===== config.mk =====
export PLATFORM = sky130hd
export DESIGN_NAME = cfgch_ctrl
export DESIGN_NICKNAME = d
export VERILOG_FILES = /design/src/rtl/cfgch_pkg.sv /design/src/rtl/cfgch_cmd_decode.sv /design/src/rtl/cfgch_osc_bank.sv /design/src/rtl/cfgch_ctrl.sv
export SDC_FILE = /design/constraint.sdc
export NUM_CORES = 1
export LEC_CHECK = 0
export BUFFER_PORTS_ARGS = -buffer_cell sky130_fd_sc_hd__buf_2
export CORE_MARGIN = 5
export CORE_UTILIZATION = 25
export CTS_CLUSTER_DIAMETER = 50
export DETAILED_ROUTE_END_ITERATION = 6
export GPL_TIMING_DRIVEN = 0
export SETUP_SLACK_MARGIN = 0.5
export SYNTH_ARGS = -nofsm -noshare
export SYNTH_HDL_FRONTEND = slang
export SYNTH_SLANG_ARGS = --single-unit

===== constraint.sdc =====
create_clock -name clk -period 1.9 [get_ports clk]
set_input_delay 0.095 -clock clk [delete_from_list [all_inputs] [get_ports clk]]
set_output_delay 0.095 -clock clk [all_outputs]
set_load 0.05 [all_outputs]

===== src/rtl/cfgch_pkg.sv =====
package cfgch_pkg;
    localparam int unsigned WORD_W = 32;

    localparam logic [11:0] OFF_RTN  = 12'h0A0;
    localparam logic [11:0] OFF_DOUT = 12'h0A4;
    localparam logic [11:0] OFF_CMD  = 12'h0A8;
    localparam logic [11:0] OFF_STAT = 12'h0AC;

    // writable bits of the command word: direction, function, device
    localparam logic [31:0] CMD_KEEP  = 32'h43F0_0FFF;
    localparam logic [31:0] CMD_RESET = 32'h0010_0000;
    localparam int unsigned LAUNCH_BIT = 31;
    localparam int unsigned DIR_BIT    = 30;
    localparam logic [5:0]  FUNC_OSC   = 6'd1;

    typedef struct packed {
        logic [31:0] cmd;
        logic [1:0]  stat;   // [1] error, [0] done
        logic [31:0] rtn;
        logic [31:0] dout;
    } regs_t;
endpackage


===== src/rtl/cfgch_cmd_decode.sv =====
module cfgch_cmd_decode #(
    parameter int unsigned N_OSC = 3,
    localparam int unsigned IDX_W = (N_OSC > 1) ? $clog2(N_OSC) : 1
) (
    input  logic [31:0]      cmd_word,
    output logic             is_write,
    output logic             target_ok,
    output logic [IDX_W-1:0] target_idx
);
    localparam logic [12:0] DEPTH_V = 13'(N_OSC);

    logic [11:0] dev;
    logic [5:0]  func;

    always_comb begin
        dev        = cmd_word[11:0];
        func       = cmd_word[25:20];
        is_write   = cmd_word[cfgch_pkg::DIR_BIT];
        target_ok  = (func == cfgch_pkg::FUNC_OSC) && ({1'b0, dev} < DEPTH_V);
        target_idx = dev[IDX_W-1:0];
    end
endmodule


===== src/rtl/cfgch_osc_bank.sv =====
module cfgch_osc_bank #(
    parameter int unsigned N_OSC = 3,
    parameter logic [32*N_OSC-1:0] OSC_RST = '0,
    localparam int unsigned IDX_W = (N_OSC > 1) ? $clog2(N_OSC) : 1
) (
    input  logic               clk,
    input  logic               rst_n,
    input  logic               wr_en,
    input  logic [IDX_W-1:0]   idx,
    input  logic [31:0]        wr_data,
    output logic [31:0]        rd_data,
    output logic [32*N_OSC-1:0] values
);
    logic [31:0] ent_q [N_OSC];
    logic [31:0] ent_d [N_OSC];

    for (genvar g = 0; g < N_OSC; g++) begin : g_ent
        always_comb begin
            ent_d[g] = ent_q[g];
            if (wr_en && (idx == IDX_W'(g))) ent_d[g] = wr_data;
        end
        always_ff @(posedge clk) begin
            if (!rst_n) ent_q[g] <= OSC_RST[32*g +: 32];
            else        ent_q[g] <= ent_d[g];
        end
        assign values[32*g +: 32] = ent_q[g];
    end

    always_comb begin
        rd_data = '0;
        for (int i = 0; i < N_OSC; i++)
            if (idx == IDX_W'(i)) rd_data = ent_q[i];
    end

    // an entry only changes when it is the write target
    AST_BANK_QUIET: assert property (@(posedge clk) disable iff (!rst_n)
        !wr_en |=> $stable(values));
endmodule


===== src/rtl/cfgch_ctrl.sv =====
module cfgch_ctrl
    import cfgch_pkg::*;
#(
    parameter int unsigned N_OSC  = 3,
    parameter int unsigned ADDR_W = 12,
    parameter logic [32*N_OSC-1:0] OSC_RST = {32'd50_000_000, 32'd24_576_000, 32'd25_000_000},
    localparam int unsigned IDX_W = (N_OSC > 1) ? $clog2(N_OSC) : 1
) (
    input  logic                clk,
    input  logic                rst_n,
    input  logic                bus_sel,
    input  logic                bus_wr,
    input  logic [ADDR_W-1:0]   bus_addr,
    input  logic [31:0]         bus_wdata,
    output logic [31:0]         bus_rdata,
    output logic [32*N_OSC-1:0] osc_values
);
    regs_t regs_q, regs_d;

    logic             cmd_wr, dout_wr, launch;
    logic             is_write, target_ok;
    logic [IDX_W-1:0] target_idx;
    logic             bank_we;
    logic [31:0]      bank_rd;

    // decode the incoming command word, not the stored one
    cfgch_cmd_decode #(.N_OSC(N_OSC)) i_dec (
        .cmd_word  (bus_wdata),
        .is_write  (is_write),
        .target_ok (target_ok),
        .target_idx(target_idx)
    );

    cfgch_osc_bank #(.N_OSC(N_OSC), .OSC_RST(OSC_RST)) i_bank (
        .clk    (clk),
        .rst_n  (rst_n),
        .wr_en  (bank_we),
        .idx    (target_idx),
        .wr_data(regs_q.dout),
        .rd_data(bank_rd),
        .values (osc_values)
    );

    always_comb begin
        regs_d  = regs_q;
        cmd_wr  = bus_sel && bus_wr && (bus_addr == ADDR_W'(OFF_CMD));
        dout_wr = bus_sel && bus_wr && (bus_addr == ADDR_W'(OFF_DOUT));
        launch  = cmd_wr && bus_wdata[LAUNCH_BIT];
        bank_we = launch && target_ok && is_write;

        if (dout_wr) regs_d.dout = bus_wdata;
        if (cmd_wr) begin
            regs_d.cmd  = bus_wdata & CMD_KEEP;
            regs_d.stat = 2'b00;
            if (launch) begin
                regs_d.stat = {!target_ok, 1'b1};
                if (target_ok && !is_write) regs_d.rtn = bank_rd;
            end
        end
    end

    always_ff @(posedge clk) begin
        if (!rst_n) begin
            regs_q.cmd  <= CMD_RESET;
            regs_q.stat <= 2'b00;
            regs_q.rtn  <= '0;
            regs_q.dout <= '0;
        end else begin
            regs_q <= regs_d;
        end
    end

    always_comb begin
        bus_rdata = '0;
        if (bus_addr == ADDR_W'(OFF_RTN))       bus_rdata = regs_q.rtn;
        else if (bus_addr == ADDR_W'(OFF_DOUT)) bus_rdata = regs_q.dout;
        else if (bus_addr == ADDR_W'(OFF_CMD))  bus_rdata = regs_q.cmd;
        else if (bus_addr == ADDR_W'(OFF_STAT)) bus_rdata = {30'd0, regs_q.stat};
    end

    AST_CMD_MASKED: assert property (@(posedge clk) disable iff (!rst_n)
        cmd_wr |=> regs_q.cmd == ($past(bus_wdata) & CMD_KEEP));
    AST_STAT_CLEAR: assert property (@(posedge clk) disable iff (!rst_n)
        (cmd_wr && !bus_wdata[LAUNCH_BIT]) |=> regs_q.stat == 2'b00);
    AST_STAT_HOLD: assert property (@(posedge clk) disable iff (!rst_n)
        !cmd_wr |=> $stable(regs_q.stat));
    AST_LAUNCH_DONE: assert property (@(posedge clk) disable iff (!rst_n)
        launch |=> regs_q.stat[0]);
    AST_GOOD_WRITE: assert property (@(posedge clk) disable iff (!rst_n)
        (launch && target_ok && is_write) |=>
        osc_values[32*$past(target_idx) +: 32] == $past(regs_q.dout));
    AST_BAD_NO_MOVE: assert property (@(posedge clk) disable iff (!rst_n)
        (launch && !target_ok) |=>
        (regs_q.stat == 2'b11) && $stable(osc_values) && $stable(regs_q.rtn));
endmodule


Word level (Yosys, flattened, before mapping)
Memories as Yosys holds them, arrays and structs flattened.
Index checks and enable logic that the tools add are counted.
{ "totals": {"reg_bits": 85, "latch_bits": 0, "ram_bits": 96, "rom_bits": 0, "output_inout_bits": 128, "wordCells": 48, "memories": 1} }
{ "op_classes": {"add_sub_neg": 0, "n_mul": 0, "div": 0, "order_cmp": 1, "eq_ne": 7, "shift": 0, "muxes": 17, "n_bitwise": 3, "n_reduce_logical": 15} }
{ "mem_list": {"columns": ["memory", "words", "width", "read_ports", "rd_ports_with_merged_regs", "wr", "line_no", "rtl"], "rows": [
  ["i_bank.ent_q", 3, 32, 3, 0, 3, "cfgch_osc_bank.sv:14", "logic [31:0] ent_q [N_OSC];"]
]} }
{ "ops": {"columns": ["op", "count"], "rows": [
  ["32-bit 2-to-1 mux", 12],
  ["12-bit by 8-bit == test with 1-bit output (second input constant)", 4],
  ["34-bit 2-to-1 mux", 1],
  ["31-bit 2-to-1 mux", 1],
  ["12-bit by 2-bit < comparator with 1-bit output (second input constant)", 1],
  ["1-bit logical AND", 11],
  ["6-bit by 1-bit == test with 1-bit output (second input constant)", 1],
  ["1-bit OR", 3],
  ["3-bit AND reduction", 1],
  ["2-bit by 1-bit == test with 1-bit output (second input constant)", 1],
  ["2-bit == test (second input constant)", 1],
  ["1-bit logical NOT", 2],
  ["2-bit logical NOT", 1],
  ["1-bit 2-to-1 mux", 2],
  ["2-bit 2-to-1 mux", 1]
]} }

Longest topological paths before layout
{ "depth": {"word_depth": 8, "depth_mapped": 7, "depth_no_buf": 4} }

Cells and area by module
From an unflattened synthesis, not the netlist that was laid out.
{ "unflattened": {"hier_cells": 897, "hier_area_um2": 8155.3} }
{ "modules_own_cells": {"columns": ["mod", "n_inst", "cells_each", "area_per_inst_um2", "seq_area_each_um2"], "rows": [
  ["cfgch_osc_bank", 1, 444, 4389.2, 1921.8],
  ["cfgch_ctrl", 1, 443, 3701.0, 1701.6],
  ["cfgch_cmd_decode", 1, 10, 65.1, 0.0]
]} }

Worst setup path before layout
OpenSTA, ideal clock, no wires.
{ "synth_path": {"path_kind": "input-to-output", "from": "in bus_addr[2]", "to": "out bus_rdata[10]", "t_arrival_ps": 2131, "required_time_ps": 1805, "slack_ps": -326, "stages": 7, "path_buffers": 3, "path_cell_list": "buf_2 > nor4b_2 > and3_1 > clkbuf_1 > clkbuf_1 > nand2_1 > a2bb2oi_1"} }
{ "synth_via": {"elab_chain_len": 4, "word_cells_on_any_way": 6, "classes_between": "eq/ne (3); mux (3)"} }
{ "synth_rtl": {"columns": ["element", "line_no", "rtl"], "rows": [
  ["start: declaration", "cfgch_ctrl.sv:13", "input logic [ADDR_W-1:0] bus_addr,"],
  ["12-bit by 8-bit == test with 1-bit output", "cfgch_ctrl.sv:77", "else if (bus_addr == ADDR_W'(OFF_CMD)) bus_rdata = regs_q.cmd;"],
  ["31-bit 2-to-1 mux", "cfgch_ctrl.sv:77", null],
  ["32-bit 2-to-1 mux", "cfgch_ctrl.sv:76", "else if (bus_addr == ADDR_W'(OFF_DOUT)) bus_rdata = regs_q.dout;"],
  ["32-bit 2-to-1 mux (*)", "cfgch_ctrl.sv:75", "if (bus_addr == ADDR_W'(OFF_RTN)) bus_rdata = regs_q.rtn;"],
  ["end: declaration", "cfgch_ctrl.sv:15", "output logic [31:0] bus_rdata,"]
]} }
Every way passes the cells marked *; elsewhere a longest branch is shown, timed or not.

Worst setup path in the final report
{ "layout_path": {"from": "in bus_addr[6]", "to": "out bus_rdata[10]"} }
Same word-level chain as after synthesis.

==> impl_metrics.py <==
metrics = {
    "setup_path": {
        "required_ns": 1.80,
        "worst-path-max-fanout": 5,
        "end_kind": "primary output",
        "rr_startpoint": "i_bank.ent_q[0][21]",
        "path_class": "in2out",
        "cp-start-kind": "primary input",
        "timing.rr.end": "regs_q[53]",
        "worst_r2r_path_depth": 4,
        "setup.reg_to_reg.worst_slack_ns": 0.65,
        "arrival_time_of_data_at_the_critical_path_endpoint_ns": 1.90,
    },
    "synthesis": {
        "synth_seq_area_share": 0.4246,
        "synth_warnings": 0,
        "mappedNetlistNets": 1000,
        "synth_cell_type_count": 40,
        "synth_area_um2": 8534,
        "synthFlopType": "dfxtp_1",
        "synth-edff-count": 0,
        "ys_seq_elements": 181,
        "gate_count_post_synth": 952,
        "async_flop_share": 0,
        "synth_area_per_cell_um2": 8.965,
    },
    "pwr": {
        "power.density_nw_per_um2": 654.9,
        "leakage_uw": 0.005110,
        "worst_ir_drop_vdd_v": 0.0005581,
    },
    "worst_hold_path": {
        "hold_depth": 6,
        "hp-start": "bus_addr[4]",
        "hold_end": "regs_q[34]",
        "worst_min_path_class": "in2reg",
    },
    "timing": {
        "setup_ws_ns": -0.09672,
        "finalCriticalPeriod_ns": 1.997,
        "worst_hold_slack_ns": 0.2170,
        "fmaxAchievable_mhz": 500.8,
        "finalCritPeriodShare": 1.051,
        "rsz_0062_raised_after_global_routing": "yes",
        "slew_headroom": 0.3287,
        "timing_hold_violations_final": 0,
        "setup_viol": 17,
        "finalMaxSlewViolations": 0,
        "final.setup.tns_ns": -0.9493,
        "worst-slew-pin-transition_ns": 1.007,
        "final.setup_skew_ns": 0.01209,
    },
    "cells_and_area": {
        "number_of_nets_in_the_layout": 1246,
        "finalInstanceArea_um2": 12590,
        "insertedDiodeCount": 0,
        "fin_cells": 1659,
        "post_route_cells_drive_above_1_share": 0.3179,
        "fillers": 3372,
        "syn2layout_area_growth_pct": 47.50,
    },
    "floorplan": {
        "die_x_um": 194.8,
        "start_util": 0.2539,
        "total_core_area_um2": 33620,
        "pin_count": 176,
        "die_area_um2": 37930,
        "die_h_um": 194.8,
        "rows": 67,
    },
    "clock_network": {
        "clk_transition_reported_paths_ns": 0.08,
        "clk_root_buffer_cell": "clkbuf_16",
        "cts_max_level": 4,
        "total_clock_buffers_created_by_cts": 17,
        "clock_sinks": 181,
        "number_of_buffers_between_clock_root_and_the_deepest_sink": 2,
        "cts_tree": "built",
        "clock_latency_of_the_later_clocked_register_in_the_worst_skew_pair_ns": 0.45,
    },
    "detailed_routing": {
        "dr.pass1.iters": 5,
        "wl_um": 37030,
        "route.antenna.remaining_nets": 0,
        "wl_per_cell_um": 22.32,
        "post-route-drc-count": 0,
        "vias": 8486,
        "vias_per_cell": 5.115,
        "detail_route.iter0.violations": 709,
    },
    "placement": {
        "post-place-ws_ns": -0.5435,
        "post_dp_cell_area_um2": 10850,
        "io_buffer_count": 173,
        "gp_congestion": 0.8306,
        "place_hpwl_um": 25810,
        "place_inst": 1573,
    },
    "global_routing": {
        "first_global_vias": 8323,
        "global_route_wire_length_before_repair_um": 54860,
        "grt_remaining_overflow": 0,
        "overall_fraction_of_global_route_tracks_in_use": 0.1880,
        "grt_max_degree": 19,
        "grt_antenna_before_repair": 1,
    },
    "run": {
        "maxCapViolCount": 0,
    },
    "outcome": {
        "violations_in_the_final_reports": "negative setup slack",
        "run_status": "finished, violations left",
    },
}
[cell type report]
cell class / count / area [um^2] / share of cell area
plain buffers: 93 / 765.7 / 0.06083
clock buffers: 18 / 439.2 / 0.03489
clock inverters: 14 / 182.7 / 0.01451
inverters: 33 / 123.9 / 0.009840
multi-input cells: 645 / 5116 / 0.4064
flip-flops and latches: 181 / 3627 / 0.2881
well taps: 448 / 560.5 / 0.04453
repair buffers: 227 / 1773 / 0.1408
[worst max-delay path: stages]
cell       delay (ns)
buf_6            0.09
or4b_4           0.57
nor3_4           0.35
buf_6            0.18
clkbuf_16        0.16
o21ai_4          0.06
a2bb2oi_4        0.20
buf_6            0.18
[registers in the layout, indices dropped and copies added (netlist names)]
register      cells
i_bank.ent_q     96
regs_q           85
[synth_stat cells (2+ instances only)]
master / n / area share
a41oi_1: 32 / 0.033
a21boi_0: 20 / 0.018
buf_2: 14 / 0.0082
o41ai_1: 32 / 0.033
and3_1: 4 / 0.0029
o221ai_1: 32 / 0.033
and2_1: 2 / 0.0015
and4_1: 3 / 0.0031
inv_1: 33 / 0.015
o21ai_0: 35 / 0.021
o21ai_1: 14 / 0.0082
nand2_1: 158 / 0.069
nand4_2: 2 / 0.0029
clkbuf_2: 3 / 0.0018
buf_1: 4 / 0.0018
nor4_1: 3 / 0.0022
buf_4: 3 / 0.0026
clkbuf_1: 66 / 0.029
mux2i_1: 141 / 0.17
a2bb2oi_1: 17 / 0.017
nand3_1: 34 / 0.020
nand4_1: 2 / 0.0015
nor2_1: 48 / 0.021
buf_6: 3 / 0.0040
nor2b_1: 49 / 0.036
dfxtp_1: 181 / 0.42
or4b_4: 2 / 0.0032
nor4b_1: 2 / 0.0021
mux4_2: 2 / 0.0053
[per-stage QoR]
step	total power [uW]	utilization
floorplan	4174	-
CTS	8241	0.3670
global placement	4398	0.3229
finish	8245	0.3745
detailed placement	4400	0.3229
global route	8473	0.3745
[how the worst max path moves through the flow]
stage	from	to	slack, ns	cells past startpoint
after floorplan	bus_addr[6]	bus_rdata[10]	0.16	5
after global placement	bus_addr[6]	bus_rdata[30]	-0.53	7
after detailed placement	bus_addr[6]	bus_rdata[30]	-0.54	7
after CTS	bus_addr[4]	bus_rdata[30]	-0.09	8
after global routing	bus_addr[6]	bus_rdata[10]	-0.11	8
final	bus_addr[6]	bus_rdata[10]	-0.1	8
[layout by cell type (no fill, tap or decap), types with 6 or more instances in the layout]
cell / Yosys / final
nor2_4: 0 / 13
o21ai_2: 0 / 8
a2bb2oi_2: 0 / 6
o221ai_1: 32 / 32
mux2i_1: 141 / 141
nor2b_1: 49 / 49
nand3_1: 34 / 33
a41oi_1: 32 / 32
inv_1: 33 / 33
buf_6: 3 / 39
buf_4: 3 / 9
o21ai_1: 14 / 33
clkbuf_8: 0 / 8
dfxtp_1: 181 / 178
dlygate4sd3_1: 0 / 31
a2bb2oi_4: 0 / 11
buf_2: 14 / 143
nor2_1: 48 / 35
clkbuf_1: 66 / 31
buf_8: 0 / 20
clkbuf_16: 0 / 27
a21boi_0: 20 / 20
clkbuf_2: 3 / 19
o21ai_0: 35 / 6
o41ai_2: 0 / 30
nand2_1: 158 / 157
[per-layer routing]
layer	wire length, um	up-vias	global-route usage	part of all wire
li1	-	3907	-	-
met1	16250	4142	0.2542	0.44
met2	16980	394	0.3035	0.46
met3	3095	41	0.04519	0.084
met4	693	2	0.04706	0.019
met5	11	-	0	0.00030
[kinds of logic after synthesis]
family          Yosys count  synth area share
mux                     143            0.1706
simple gates            319            0.1797
buf+inv                 126           0.06187
flops                   181            0.4246
compound gates          183            0.1632
[what timing repair did]
action,CTS,global route
endpoints found under the setup margin,131,119
setup buffers,14,4
hold endpoints to repair,48,0
pin swaps,18,6
hold buffers,31,0
gates resized for setup,111,54
gates cloned,3,2
[power by group]
part	total (uW)	leakage, uW	internal, uW	switching [uW]
combinational	614	0.00334	233	381
sequential	3790	0.00146	3790	0.0417
clock	3840	0.000307	2050	1790
total	8240	0.00511	6070	2170
No activity file was read; power rests on OpenSTA's default activity.
